==> config.mk <==
export PLATFORM = sky130hd
export DESIGN_NAME = impcal_stepper
export DESIGN_NICKNAME = d
export VERILOG_FILES = /design/src/rtl/impcal_stepper.sv
export SDC_FILE = /design/constraint.sdc
export NUM_CORES = 1
export LEC_CHECK = 0
export BUFFER_PORTS_ARGS = -buffer_cell sky130_fd_sc_hd__buf_2
export CORE_ASPECT_RATIO = 1.25
export CORE_MARGIN = 1
export CORE_UTILIZATION = 50
export CTS_CLUSTER_DIAMETER = 150
export CTS_CLUSTER_SIZE = 8
export DETAILED_ROUTE_END_ITERATION = 10
export PLACE_DENSITY = 0.73
export SYNTH_ARGS = -nofsm -noshare
export SYNTH_HDL_FRONTEND = slang
export SYNTH_SLANG_ARGS = --single-unit
==> constraint.sdc <==
create_clock -name clk -period 2.4 [get_ports clk]
set_clock_uncertainty 0.05 [all_clocks]
set_input_delay 0.12 -clock clk [delete_from_list [all_inputs] [get_ports clk]]
set_output_delay 0.12 -clock clk [all_outputs]
set_load 0.005 [all_outputs]
==> src/rtl/impcal_stepper.sv <==
module impcal_stepper #(
  parameter int unsigned CODE_W        = 5,
  parameter int unsigned EVAL_PERIOD   = 64,
  parameter int unsigned SETTLE_CYCLES = 4096,
  parameter int unsigned RESET_CODE    = 16
) (
  input  logic              clk,
  input  logic              rst_n,
  input  logic              cmp_low,
  input  logic              cmp_high,
  input  logic              bus_write,
  input  logic              bus_desel,
  input  logic              out_en,
  output logic [CODE_W-1:0] work_code,
  output logic [CODE_W-1:0] drv_code,
  output logic              drv_hiz,
  output logic              cal_settled
);

  localparam int unsigned EVAL_W = (EVAL_PERIOD > 1) ? $clog2(EVAL_PERIOD) : 1;
  localparam int unsigned SET_W  = $clog2(SETTLE_CYCLES + 1);
  localparam logic [CODE_W-1:0] CODE_MAX = {CODE_W{1'b1}};
  localparam logic [CODE_W-1:0] CODE_RST = CODE_W'(RESET_CODE);

  logic [EVAL_W-1:0] eval_cnt;
  logic [SET_W-1:0]  settle_cnt;
  logic eval_tick, step_up, step_dn, hiz_req, hiz_enter, expired;

  assign eval_tick = (eval_cnt == EVAL_W'(EVAL_PERIOD - 1));
  assign step_up   = eval_tick & cmp_low & ~cmp_high & (work_code != CODE_MAX);
  assign step_dn   = eval_tick & cmp_high & ~cmp_low & (work_code != '0);
  assign hiz_req   = bus_write | bus_desel | ~out_en;
  assign hiz_enter = hiz_req & ~drv_hiz;
  assign expired   = (settle_cnt == SET_W'(SETTLE_CYCLES));

  always_ff @(posedge clk or negedge rst_n) begin
    if (!rst_n) begin
      eval_cnt    <= '0;
      settle_cnt  <= '0;
      work_code   <= CODE_RST;
      drv_code    <= CODE_RST;
      drv_hiz     <= 1'b1;
      cal_settled <= 1'b0;
    end else begin
      eval_cnt <= eval_tick ? '0 : eval_cnt + 1'b1;
      if (!expired) settle_cnt <= settle_cnt + 1'b1;
      if (step_up) work_code <= work_code + 1'b1;
      else if (step_dn) work_code <= work_code - 1'b1;
      drv_hiz <= hiz_req;
      if (hiz_enter) drv_code <= work_code;
      if (hiz_enter && expired) cal_settled <= 1'b1;
    end
  end

  a_r1_change_on_tick: assert property (@(posedge clk) disable iff (!rst_n)
    !eval_tick |=> $stable(work_code));

  a_r2_single_step: assert property (@(posedge clk) disable iff (!rst_n)
    !$stable(work_code) |-> (work_code == $past(work_code) + 1'b1) || (work_code == $past(work_code) - 1'b1));

  a_r3_no_wrap_top: assert property (@(posedge clk) disable iff (!rst_n)
    (work_code == CODE_MAX) |=> (work_code != '0));

  a_r3_no_wrap_bottom: assert property (@(posedge clk) disable iff (!rst_n)
    (work_code == '0) |=> (work_code != CODE_MAX));

  a_r5_hiz_follows: assert property (@(posedge clk) disable iff (!rst_n)
    hiz_req |=> drv_hiz);

  a_r6_load_only_on_entry: assert property (@(posedge clk) disable iff (!rst_n)
    !hiz_enter |=> $stable(drv_code));

  a_r7_settled_sticky: assert property (@(posedge clk) disable iff (!rst_n)
    cal_settled |=> cal_settled);

  a_r8_no_early_settle: assert property (@(posedge clk) disable iff (!rst_n)
    !expired |=> !$rose(cal_settled));

endmodule

==> flow_metrics.env <==
export IMPL_powerDensity_nw_per_um2=587.3
export IMPL_finalSetupViolations=0
export IMPL_dr_pass1_iters=4
export IMPL_synth_cell_area_um2=1466
export IMPL_vias=1005
export IMPL_layout_commonest_cell="dfrtp_1"
export IMPL_cap_violations=0
export IMPL_status="completed"
export IMPL_cpPeakStageDelay_ns=0.39
export IMPL_track_usage_pct=19.11
export IMPL_path_cells="and3_2 -> a311oi_4 -> nand2_2 -> ha_1 -> a21o_2 -> a21oi_1 -> xnor2_1 -> mux2_4"
export IMPL_ioPinCount=19
export IMPL_syn_inst=120
export IMPL_crit_arrival_ns=2.44
export IMPL_grt_pass1_wl_um=4478
export IMPL_clock_root_buffer="clkbuf_4"
export IMPL_critPathTopFamily="compound AO/OA/AOI/OAI gates"
export IMPL_setup_slack_ns=0.1418
export IMPL_startpoint_type="register"
export IMPL_first_iter_violations=18
export IMPL_worstSetupPathType="reg -> reg"
export IMPL_final_cell_mix="dfrtp_1 (28), buf_2 (18), nand3_1 (10), xnor2_1 (10)"
export IMPL_final_seq_area_um2=779.5
export IMPL_fp_dieW_um=50.44
export IMPL_grt_pass1_vias=1027
export IMPL_required_ns=2.58
export IMPL_n_antenna_cell=0
export IMPL_clk_latency_ns=0.33
export IMPL_synth_ff_latch_count=31
export IMPL_netlist_area_leader_share_pct=47.78
export IMPL_final_layout_size_suffix_gt1_share_pct=32.26
export IMPL_path_max_fanout=4
export IMPL_tightest_slew_ns=0.6640
export IMPL_multiInputGateArea_um2=706.9
export IMPL_ant_nets=0
export IMPL_fp_dieH_um=62.55
export IMPL_place_hpwl_um=1832
export IMPL_num_rows=21
export IMPL_layout_min_cycle_time_ns=2.258
export IMPL_timing_slew_headroom_pct=55.73
export IMPL_numCtsBuffers=5
export IMPL_synthArstFlopShare_pct=100.0
export IMPL_synth_area_leaders="dfrtp_1 (48%), xnor2_1 (6.0%), dfstp_2 (5.4%), ha_1 (5.1%), xor2_1 (4.8%)"
export IMPL_critPathSlowestCell="dfrtp_1"
export IMPL_r2r_slack_ns=0.14
export IMPL_dp_worst_setup_slack_ns=0.1328
export IMPL_wire_per_inst_um=13.99
export IMPL_clk_pin_slew_worst_paths_ns=0.10
export IMPL_fp_coreArea_um2=2733
export IMPL_finalCritPeriodShare_pct=94.09
export IMPL_ys_warn_count=0
export IMPL_min_path_cells=4
export IMPL_grt_antenna_before_repair=0
export IMPL_end_kind="register"
export IMPL_yosys_area_top_type="dfrtp_1"
export IMPL_grt_max_degree=32
export IMPL_p_total_w=0.001063
export IMPL_htreeDepth=2
export IMPL_initial_core_util_pct=53.66
export IMPL_r2r_start="work_code[2]"
export IMPL_die_area_um2=3155
export IMPL_maxSlewViolCount=0
export IMPL_syn2layout_area_growth_pct=23.46
export IMPL_synth_edf_count=0
export IMPL_hold_end="work_code[4]"
export IMPL_synth_nets=134
export IMPL_nets=168
export IMPL_min_delay_path_class="in -> reg"
export IMPL_clock_sinks=31
export IMPL_nFillCells=220
export IMPL_timing_fmax_ghz=0.4428
export IMPL_p_leak_nw=0.8904
export IMPL_r2r_end="work_code[3]"
export IMPL_crit_buf_inv=0
export IMPL_wl_um=2644
export IMPL_finalSetupTns_ns=0
export IMPL_final_hold_violation_count=0
export IMPL_drc_errors=0
export IMPL_grt_ovfl_total=0
export IMPL_clockBufferDepth=2
export IMPL_gp_congestion=0.7852
export IMPL_synth_main_ff_cell="dfrtp_1"
export IMPL_syn_avg_cell_area_um2=12.22
export IMPL_via_per_inst=5.317
export IMPL_ff2ff_path_depth=8
export IMPL_port_buffers=18
export IMPL_cts_tree="built"
export IMPL_seq_area_frac_synth_pct=53.16
export IMPL_min_from="cmp_high"
export IMPL_ys_types=34
export IMPL_finalHoldWorstSlack_ns=0.2589
export IMPL_peakVddDrop_mv=0.5291
[per-layer routing]
metal / wire length [um] / vias to the layer above / part of all wire [%] / GRT usage (%)
met5: 0 / - / 0 / 0
met4: 68 / 0 / 2.6 / 8.333
met3: 99 / 8 / 3.7 / 5.353
met2: 1313 / 20 / 50 / 31.00
met1: 1163 / 481 / 44 / 23.41
li1: - / 496 / - / -
[cell usage after synthesis, types with 3 or more instances]
cell and count:
nand2_1 8, dfstp_2 3, dfrtp_1 28, ha_1 6, mux2_2 5, mux2_4 3, a21oi_1 3, nor2_1 8
nand3_1 10, inv_1 3, xnor2_1 10, xor2_1 8
[worst min-delay path, cell delays in order]
cell and delay [ns]:
buf_2 0.12, o311a_1 0.14, a22oi_1 0.18, xnor2_1 0.08
[cells by family after synthesis]
kind of cell    synth area share (%)
fa+ha+maj                      6.485
simple gates                   13.91
buf+inv                       0.7679
compound gates                 7.337
flops                          53.16
xor+xnor                       10.75
mux                            7.593
[report_power, final]
part,switching [W],internal (W)
combinational,0.0000166,0.0000108
sequential,0.000000307,0.000523
clock,0.000188,0.000324
total,0.000205,0.000858
[per-stage QoR]
step	utilization (%)	cells	instance area, um2
2_1_floorplan	-	120	1466
3_3_place_gp	60.16	178	1644
3_5_place_dp	60.16	178	1644
4_1_cts	65.11	189	1779
5_1_grt	66.25	189	1810
6_report	66.25	189	1810
[cell type report]
class / count / area share, %
Clock inverter: 3 / 3.732
Inverter: 3 / 0.6220
Sequential cell: 31 / 43.05
Multi-Input combinational cell: 86 / 39.05
Tap cell: 34 / 2.350
Clock buffer: 5 / 2.073
Timing Repair Buffer: 27 / 9.122
[state kept, by name (all words and copies together), names as in the netlist]
name / count
cal_settled: 1
eval_cnt: 6
work_code: 5
drv_hiz: 1
drv_code: 5
settle_cnt: 13
[what timing repair did]
action,4_1_cts,5_1_grt
resized for setup,0,5
setup buffers,0,0
setup endpoints to repair,0,2
hold buffers,3,0
hold endpoints to repair,29,0
[how the worst max path moves through the flow]
stage,start,end,slack [ns],cells after the start
floorplan,work_code[1],work_code[4],0.1,8
global placement,work_code[2],work_code[4],0.23,8
CTS,work_code[2],work_code[4],0.12,8
finish,work_code[2],work_code[3],0.14,8
global route,work_code[2],work_code[4],-0.09,8
detailed placement,work_code[2],work_code[4],0.13,8
Note: power is estimated with default switching activity, not from simulation.
